**config.mk**
```make
export PLATFORM = sky130hd
export DESIGN_NAME = ring_node_cmd
export DESIGN_NICKNAME = d
export VERILOG_FILES = /design/src/rtl/ring_node_pkg.sv /design/src/rtl/ring_node_decide.sv /design/src/rtl/ring_node_regs.sv /design/src/rtl/ring_node_cmd.sv
export SDC_FILE = /design/constraint.sdc
export NUM_CORES = 1
export LEC_CHECK = 0
export BUFFER_PORTS_ARGS = -buffer_cell sky130_fd_sc_hd__buf_2
export CORE_MARGIN = 10
export CORE_UTILIZATION = 55
export CTS_BUF_LIST = sky130_fd_sc_hd__clkbuf_16
export DETAILED_ROUTE_END_ITERATION = 16
export HOLD_SLACK_MARGIN = 0.08
export PLACE_DENSITY_LB_ADDON = 0.08
export SLEW_MARGIN = 20
export SYNTH_ARGS = -nofsm -noshare
export SYNTH_HDL_FRONTEND = slang
export SYNTH_SLANG_ARGS = --single-unit
export TNS_END_PERCENT = 10
```
**constraint.sdc**
```tcl
create_clock -name clk -period 3.6 [get_ports clk]
set_clock_uncertainty 0.2 [all_clocks]
set_input_delay 0.18 -clock clk [delete_from_list [all_inputs] [get_ports clk]]
set_output_delay 0.18 -clock clk [all_outputs]
set_load 0.01 [all_outputs]
```
**src/rtl/ring_node_pkg.sv**
```systemverilog
package ring_node_pkg;
    localparam int CMD_W = 4;
    localparam int ID_W  = 7;
    localparam int HOP_W = 8;

    localparam logic [CMD_W-1:0] OP_READ   = 4'h1;
    localparam logic [CMD_W-1:0] OP_WRITE  = 4'h2;
    localparam logic [CMD_W-1:0] OP_BREAD  = 4'h3;
    localparam logic [CMD_W-1:0] OP_MODE   = 4'h4;
    localparam logic [CMD_W-1:0] OP_NOP    = 4'h7;

    localparam logic [ID_W-1:0] ID_MASTER = 7'd0;
    localparam logic [ID_W-1:0] ID_ALL    = 7'd127;

    typedef struct packed {
        logic emit;     // a frame leaves the node
        logic reply;    // outgoing frame is an answer built here
        logic hop_inc;  // raise hop count of a passed-on frame
        logic wr_en;    // store data into the register array
        logic mode_en;  // load bridge mode from data bit 0
    } node_act_t;
endpackage

```
**src/rtl/ring_node_decide.sv**
```systemverilog
module ring_node_decide
    import ring_node_pkg::*;
#(
    parameter int NODE_ID = 1
) (
    input  logic              frame_answer,
    input  logic [CMD_W-1:0]  frame_cmd,
    input  logic [ID_W-1:0]   frame_target,
    input  logic              rd_bit0,
    output node_act_t         act
);
    localparam logic [ID_W-1:0] SELF_ID = ID_W'(NODE_ID);

    logic is_self;
    logic is_all;
    logic hit;

    always_comb begin
        is_self = (frame_target == SELF_ID) && (frame_target != ID_MASTER);
        is_all  = (frame_target == ID_ALL);
        hit     = is_self || is_all;
        act     = '{emit: 1'b1, reply: 1'b0, hop_inc: 1'b0, wr_en: 1'b0, mode_en: 1'b0};
        if (!frame_answer) begin
            unique case (frame_cmd)
                OP_READ: begin
                    act.reply   = hit;
                    act.hop_inc = !hit;
                end
                OP_WRITE: begin
                    act.wr_en   = hit;
                    act.emit    = !is_self;
                    act.hop_inc = 1'b1;
                end
                OP_BREAD: begin
                    act.reply   = rd_bit0;
                end
                OP_MODE: begin
                    act.mode_en = hit;
                    act.emit    = !is_self;
                    act.hop_inc = 1'b1;
                end
                default: begin
                    // no-operation and unknown codes pass through untouched
                end
            endcase
        end
    end
endmodule

```
**src/rtl/ring_node_regs.sv**
```systemverilog
module ring_node_regs #(
    parameter int ADDR_W = 4,
    parameter int DATA_W = 16
) (
    input  logic              clk,
    input  logic              rst_n,
    input  logic              wr_en,
    input  logic [ADDR_W-1:0] wr_addr,
    input  logic [DATA_W-1:0] wr_data,
    input  logic [ADDR_W-1:0] rd_addr,
    output logic [DATA_W-1:0] rd_data
);
    localparam int DEPTH = 1 << ADDR_W;

    logic [DATA_W-1:0] mem_q [DEPTH];
    logic [DATA_W-1:0] mem_d [DEPTH];

    for (genvar i = 0; i < DEPTH; i++) begin : g_entry
        always_comb begin
            mem_d[i] = mem_q[i];
            if (wr_en && (wr_addr == ADDR_W'(i))) begin
                mem_d[i] = wr_data;
            end
        end

        always_ff @(posedge clk or negedge rst_n) begin
            if (!rst_n) begin
                mem_q[i] <= '0;
            end else begin
                mem_q[i] <= mem_d[i];
            end
        end
    end

    assign rd_data = mem_q[rd_addr];
endmodule

```
**src/rtl/ring_node_cmd.sv**
```systemverilog
module ring_node_cmd
    import ring_node_pkg::*;
#(
    parameter int NODE_ID = 1,
    parameter int ADDR_W  = 4,
    parameter int DATA_W  = 16
) (
    input  logic              clk,
    input  logic              rst_n,
    input  logic              in_valid,
    output logic              in_ready,
    input  logic              in_answer,
    input  logic [3:0]        in_cmd,
    input  logic [6:0]        in_target,
    input  logic [7:0]        in_hop,
    input  logic [ADDR_W-1:0] in_addr,
    input  logic [DATA_W-1:0] in_data,
    output logic              out_valid,
    input  logic              out_ready,
    output logic              out_answer,
    output logic [3:0]        out_cmd,
    output logic [6:0]        out_target,
    output logic [7:0]        out_hop,
    output logic [ADDR_W-1:0] out_addr,
    output logic [DATA_W-1:0] out_data,
    output logic              bridge_mode
);
    typedef struct packed {
        logic              valid;
        logic              answer;
        logic [CMD_W-1:0]  cmd;
        logic [ID_W-1:0]   target;
        logic [HOP_W-1:0]  hop;
        logic [ADDR_W-1:0] addr;
        logic [DATA_W-1:0] data;
        logic              bridge;
    } node_state_t;

    node_state_t st_d, st_q;
    node_act_t   act;
    logic [DATA_W-1:0] rd_data;
    logic              accept;
    logic              wr_en;

    ring_node_decide #(.NODE_ID(NODE_ID)) u_decide (
        .frame_answer (in_answer),
        .frame_cmd    (in_cmd),
        .frame_target (in_target),
        .rd_bit0      (rd_data[0]),
        .act          (act)
    );

    ring_node_regs #(.ADDR_W(ADDR_W), .DATA_W(DATA_W)) u_regs (
        .clk     (clk),
        .rst_n   (rst_n),
        .wr_en   (wr_en),
        .wr_addr (in_addr),
        .wr_data (in_data),
        .rd_addr (in_addr),
        .rd_data (rd_data)
    );

    always_comb begin
        in_ready = !st_q.valid || out_ready;
        accept   = in_valid && in_ready;
        wr_en    = accept && act.wr_en;
        st_d     = st_q;
        if (st_q.valid && out_ready) begin
            st_d.valid = 1'b0;
        end
        if (accept) begin
            if (act.mode_en) begin
                st_d.bridge = in_data[0];
            end
            if (act.emit) begin
                st_d.valid  = 1'b1;
                st_d.answer = act.reply ? 1'b1 : in_answer;
                st_d.cmd    = in_cmd;
                st_d.target = act.reply ? ID_MASTER : in_target;
                st_d.hop    = act.hop_inc ? in_hop + 8'd1 : in_hop;
                st_d.addr   = in_addr;
                st_d.data   = act.reply ? rd_data : in_data;
            end
        end
    end

    always_ff @(posedge clk or negedge rst_n) begin
        if (!rst_n) begin
            st_q <= '0;
        end else begin
            st_q <= st_d;
        end
    end

    assign out_valid   = st_q.valid;
    assign out_answer  = st_q.answer;
    assign out_cmd     = st_q.cmd;
    assign out_target  = st_q.target;
    assign out_hop     = st_q.hop;
    assign out_addr    = st_q.addr;
    assign out_data    = st_q.data;
    assign bridge_mode = st_q.bridge;

    localparam logic [ID_W-1:0] SELF_ID = ID_W'(NODE_ID);

    // backpressure keeps the pending frame intact
    assert_hold_R9: assert property (@(posedge clk) disable iff (!rst_n)
        out_valid && !out_ready |=> out_valid && $stable({out_answer, out_cmd, out_target, out_hop, out_addr, out_data}));

    // addressed read turns into an answer toward the master
    assert_read_reply_R2: assert property (@(posedge clk) disable iff (!rst_n)
        in_valid && in_ready && !in_answer && in_cmd == OP_READ && (in_target == SELF_ID || in_target == ID_ALL)
        |=> out_valid && out_answer && out_target == ID_MASTER && out_hop == $past(in_hop));

    // foreign read passes on with one more hop
    assert_foreign_hop_R4: assert property (@(posedge clk) disable iff (!rst_n)
        in_valid && in_ready && !in_answer && in_cmd == OP_READ && in_target != SELF_ID && in_target != ID_ALL
        |=> out_valid && !out_answer && out_hop == $past(in_hop) + 8'd1 && out_target == $past(in_target));

    // mode bit moves only on an accepted set-mode command
    assert_mode_change_R6: assert property (@(posedge clk) disable iff (!rst_n)
        !$stable(bridge_mode) |-> $past(in_valid && in_ready && !in_answer && in_cmd == OP_MODE));

    // answers from upstream are passed on verbatim
    assert_answer_pass_R8: assert property (@(posedge clk) disable iff (!rst_n)
        in_valid && in_ready && in_answer
        |=> out_valid && out_answer && out_hop == $past(in_hop) && out_data == $past(in_data) && out_target == $past(in_target));

    // no-operation leaves the frame untouched
    assert_nop_pass_R7: assert property (@(posedge clk) disable iff (!rst_n)
        in_valid && in_ready && !in_answer && in_cmd == OP_NOP
        |=> out_valid && out_cmd == OP_NOP && out_hop == $past(in_hop) && out_data == $past(in_data));
endmodule

```
# Word level (Yosys, flattened, before mapping)
# Index checks and enable logic that the tools add are counted.
# op_classes
mux,17
n_lt_le_gt_ge,1
shifts,0
add_sub_neg,1
bitwise,1
multipliers,0
n_reduce_logical,30
eq_ne,21
n_div,0
# ops
operator,n
$bmux 16 s4,1
$mux 16,3
$mux 42,1
$mux 41,1
$eq 4x4->1 const B,8
$eq 4x3->1 const B,5
$logic_and 1x1->1,20
$eq 4x2->1 const B,4
$add 8x1->8 const B,1
$eq 4x1->1 const B,2
$mux 8,1
$eq 7x1->1 const B,1
$eq 7x7->1 const B,1
$mux 7,1
$reduce_bool 7->1,1
$mux 1,6
$ge 5x5->1 const B,1
$mux 5,1
$not 4->5,1
$logic_not 4->1,1
$pmux 1 s2,2
$reduce_and 2->1,2
$logic_not 1->1,3
$logic_or 1x1->1,2
$reduce_or 2->1,1
# totals
n_memories,0
latchBits,0
input_bits,44
output_inout_bits,43
register_bits,298
mem_bits_rw,0
mem_bits_ro,0
word_cells,95

# Logic depth before layout (Yosys ltp)
# logic_depth
depth_word,9
depth_mapped,9
ltp_nobuf,6

# By module
# From an unflattened synthesis, not the netlist that was laid out.
# unflattened
cells_unflattened,920
area_unflattened_um2,13513.0
# modules_own_cells
module,cells_per_inst,seq_area_each_um2,instances,area_each_um2
ring_node_regs,711,6406.1,1,11461.0
ring_node_cmd,191,1051.0,1,1914.3
ring_node_decide,18,0.0,1,137.6

# Least setup slack after synthesis
# No wires, ideal clock.
# synth_timing
path_kind,input -> register
startpoint,input port in_target[2]
endpoint,register u_regs.mem_q[149] (netlist bit)
t_required_ps,3275
n_path_buf,1
stages,6
arrival_time_ps,2308
setup_slack_ps,968
setup_ps,125
path_cell_list,or4_4 > nor4b_4 > o21ai_2 > nor4_2 > buf_6 > mux2_2
# synth_between
elab_chain_len,7
word_cells_on_any_way,9
cone_classes,eq/ne (2); mux (2); reduce/logical (5)
# synth_rtl
element,line,rtl
"start, declared",ring_node_cmd.sv:14,"input logic [6:0] in_target,"
$eq 7x1->1 or $reduce_bool 7->1 (tied branches),ring_node_decide.sv:19,is_self = (frame_target == SELF_ID) && (frame_target != ID_MASTER);
$logic_and 1x1->1,ring_node_decide.sv:19,
$logic_or 1x1->1 (*),ring_node_decide.sv:21,hit = is_self || is_all;
$mux 1 (*),ring_node_decide.sv:24,unique case (frame_cmd)
$mux 5 (*),ring_node_decide.sv:23,if (!frame_answer) begin
$logic_and 1x1->1 (*),ring_node_cmd.sv:66,wr_en = accept && act.wr_en;
$logic_and 1x1->1 (*),ring_node_regs.sv:21,if (wr_en && (wr_addr == ADDR_W'(i))) begin
"end signal, assigned by index",ring_node_regs.sv:30,mem_q[i] <= mem_d[i];
"end, declared",ring_node_regs.sv:15,logic [DATA_W-1:0] mem_q [DEPTH];
# Every way passes the cells marked *; elsewhere a longest branch is shown, timed or not.
# A chain may end at the register's enable or synchronous reset.

# Worst setup path after layout
# layout_timing
startpoint,input port in_target[2]
endpoint,register st_q (netlist bit out_data[0])
# layout_between
elab_chain_len,6
word_cells_on_any_way,11
cone_classes,eq/ne (2); mux (4); reduce/logical (5)
# layout_rtl
element,line,rtl
$eq 7x1->1 or $reduce_bool 7->1 (tied branches),ring_node_decide.sv:19,
$logic_and 1x1->1,ring_node_decide.sv:19,
$logic_or 1x1->1 or $logic_not 1->1 (tied branches),"ring_node_decide.sv:21, ring_node_decide.sv:31, ring_node_decide.sv:39",
$pmux 1 s2 or $mux 1 (tied branches),n/a,
$mux 5 (*),ring_node_decide.sv:23,
$mux 16 or $reduce_and 2->1 (tied branches),n/a,
"end signal, assigned",ring_node_cmd.sv:91,st_q <= st_d;
"end, declared",ring_node_cmd.sv:39,"node_state_t st_d, st_q;"
# Marks and branches as above.

==> flow_summary.yaml <==
synthesis:
  synth_area_leaders: "dfrtp_1 54%, mux2_2 20%, mux4_2 13%"
  yosys.area.top_type: "dfrtp_1"
  ys_warn_count: 0
  synth.cell_area_mm2: 0.0138
  synth_top_area_share_pct: 54.0
  synth_commonest_cells: "298 x dfrtp_1, 248 x mux2_2, 77 x mux4_2"
  synthCells: 923
  avgSynthCellArea_um2: 15.0
  ys_ff_latch: 298
  syn_nets: 968
  synth_seq_area_share_pct: 54.0
  synthArstFlopShare_pct: 100
  synth_flop_cell: "dfrtp_1"
  synth.distinct_cells: 51
  synth_most_common_cell: "dfrtp_1"
  synth_edf_count: 0
route:
  drtPass1Iterations: 5
  drt_iter0_markers: 569
  wl_per_cell_um: 24.4
  drc: 0
  ant_nets: 0
  totalWireLength_um: 34400
  via_per_inst: 6.06
  via_count: 8555
clock_tree:
  cts_tree: "yes"
  htree_levels: 2
  clk-insertion-delay-late_ps: 510
  clock_path_buffers: 3
  root_buffer: "clkbuf_16"
  numCtsBuffers: 34
  clkTransAtPathRegs_ps: 60
  cts.sinks: 298
global_route:
  antenna_found_initial: 0
  met3_usage_pct: 4.71
  grt_remaining_overflow: 0
  grt_pass1_wl_um: 54000
  grtUsageMet2_pct: 34.3
  grt_use_total_pct: 22.0
  grt_util_met1_pct: 30.9
  grt_max_degree: 103
  busiest_layer: "met2"
  grt_pass1_vias: 9003
floorplan:
  die_x_um: 178
  die_y_um: 178
  io_pins: 87
  placementRows: 57
  design.core.area_mm2: 0.0245
  start_util_pct: 56.3
  die_area_mm2: 0.0318
worst_setup_path:
  r2r_end: "out_data[0]"
  r2r_slack_ps: 510
  critPathMaxFanout: 17
  endpoint_kind: "flip-flop"
  worst_setup_path_start_kind: "input port"
  arrival_ps: 3560
  timing.rr.start: "u_regs.mem_q[48]"
  path_class: "in2reg"
  critPathMaxStageDelay_ps: 640
  slowest_stage: "or4_4"
  crit_chain: "dlygate4sd3_1, buf_2, or4_4, nor4b_4, nor2_1, or4_4, a32oi_1, a21oi_1, dlygate4sd3_1"
  worstRegToRegCells: 8
  cp.required_ps: 3780
worst_hold_path:
  hp-class: "in2async"
timing:
  relSlewSlack_pct: 46.2
  layout_min_cycle_time_ps: 3380
  worstMarginPinSlew_ps: 808
  fin_crit_sh_pct: 93.8
  setup_viol: 0
  fin_tns_setup_ps: 0
  max_freq_mhz: 296
  drv_slew: 0
  rsz0062_at_grt: "false"
  hold_slack_ps: 117
  finalHoldViolCount: 0
finish:
  n_antenna_cell: 0
  seq_area_mm2: 0.00746
  nNetsFinal: 1109
  syn_to_final_growth_pct: 18.3
  drive_gt1_share_pct: 47.9
  multi_input_area_mm2: 0.00603
  num-fill-cells: 1789
outcome:
  status: "finished clean"
place:
  io_buffers: 86
  hpwl_um: 21500
  gp_congestion: 0.803
pwr:
  p_per_area_mw_per_mm2: 445
  ir_drop_mv: 0.292
  p_leak_uw: 0.00791
job:
  drv_cap: 0
-- area by class of cell --
cell class / count / share of cell area [%]
Clock buffer: 37 / 5.67
Clock inverter: 22 / 0.751
Inverter: 3 / 0.0689
Multi-Input combinational cell: 550 / 36.9
Sequential cell: 298 / 45.7
Tap cell: 324 / 2.48
Timing Repair Buffer: 177 / 8.46
-- cells by family after synthesis --
logic type | Yosys count | synth area share, %
AO/OA/AOI/OAI | 77 | 3.16
XOR/XNOR | 7 | 0.444
adder cells (fa/ha/maj) | 1 | 0.0906
buffers and inverters | 75 | 2.61
flip-flops | 298 | 54.0
multiplexers | 338 | 34.1
AND/OR/NAND/NOR | 127 | 5.62
-- worst max path at each step --
stage / from / to
5_1_grt: in_target[2] / out_data[0]
2_1_floorplan: in_target[2] / u_regs.mem_q[149]
3_3_place_gp: in_target[2] / out_target[1]
4_1_cts: in_target[2] / out_data[0]
3_5_place_dp: in_target[2] / u_regs.mem_q[216]
6_report: in_target[2] / out_data[0]
-- flip-flops by register name, indices dropped and copies added, names as in the netlist --
register and cells:
out_target 7, out_data 16, u_regs.mem_q 256, out_hop 8, bridge_mode 1, out_addr 4
out_cmd 4, out_answer 1, out_valid 1
-- worst max-delay path, delay by kind of cell --
family                 cells  cell delay, ps
AOI/OAI and AO/OA          2             340
buffers and inverters      3            1290
and+or+nand+nor            4            1760
-- placed cells by master (no fill, tap or decap), drive strengths merged, types with 2 or more instances in the layout --
master       Yosys  layout
o21ai           36      36
nand3            5       5
mux2           258     258
dlygate4sd3      0      57
or4              3       3
nor4b            4       4
nor2b            6       6
nor4             4       4
dfrtp          298     298
clkbuf          38      37
a31oi           15      15
mux2i            3       3
nand4            3       3
nor2            27      27
nand2b           5       5
inv              3      13
mux4            77      77
nor3b            2       2
nand4b           2       2
nor3            14      14
clkinv           0      11
a21oi           17      17
nand2           50      50
buf             34     120
xnor2            6       6
-- through the flow --
stage                     std cells  worst slack (ps)  util (%)  instance area (um2)  power [uW]
after CTS                      1411              62.3      66.6                16300        7330
after global placement         1295               600      60.0                14700        4010
after global routing           1411               112      66.6                16300        7520
final                          1411               223      66.6                16300        7270
after detailed placement       1295               581      60.0                14700        4020
after floorplan                 923               968         -                13800        3750
-- power by group --
group | internal, uW | leakage [uW] | switching (uW)
Clock | 1910 | 0.000553 | 1330
Combinational | 212 | 0.00328 | 352
Sequential | 3420 | 0.00408 | 37.9
Total | 5540 | 0.00791 | 1720
-- routing by layer --
layer  share of wire [%]  up-vias
li1                    -     3719
met1                  44     4523
met2                  47      250
met3                 6.8       63
met4                 2.1        0
met5                   0        -
-- repair_timing --
action,CTS,global route
hold buffers,57,0
setup buffers,0,0
gates resized for setup,0,1
endpoints found under the hold margin,393,0
setup endpoints to repair,0,9
Power figures use the tool's default switching activity.
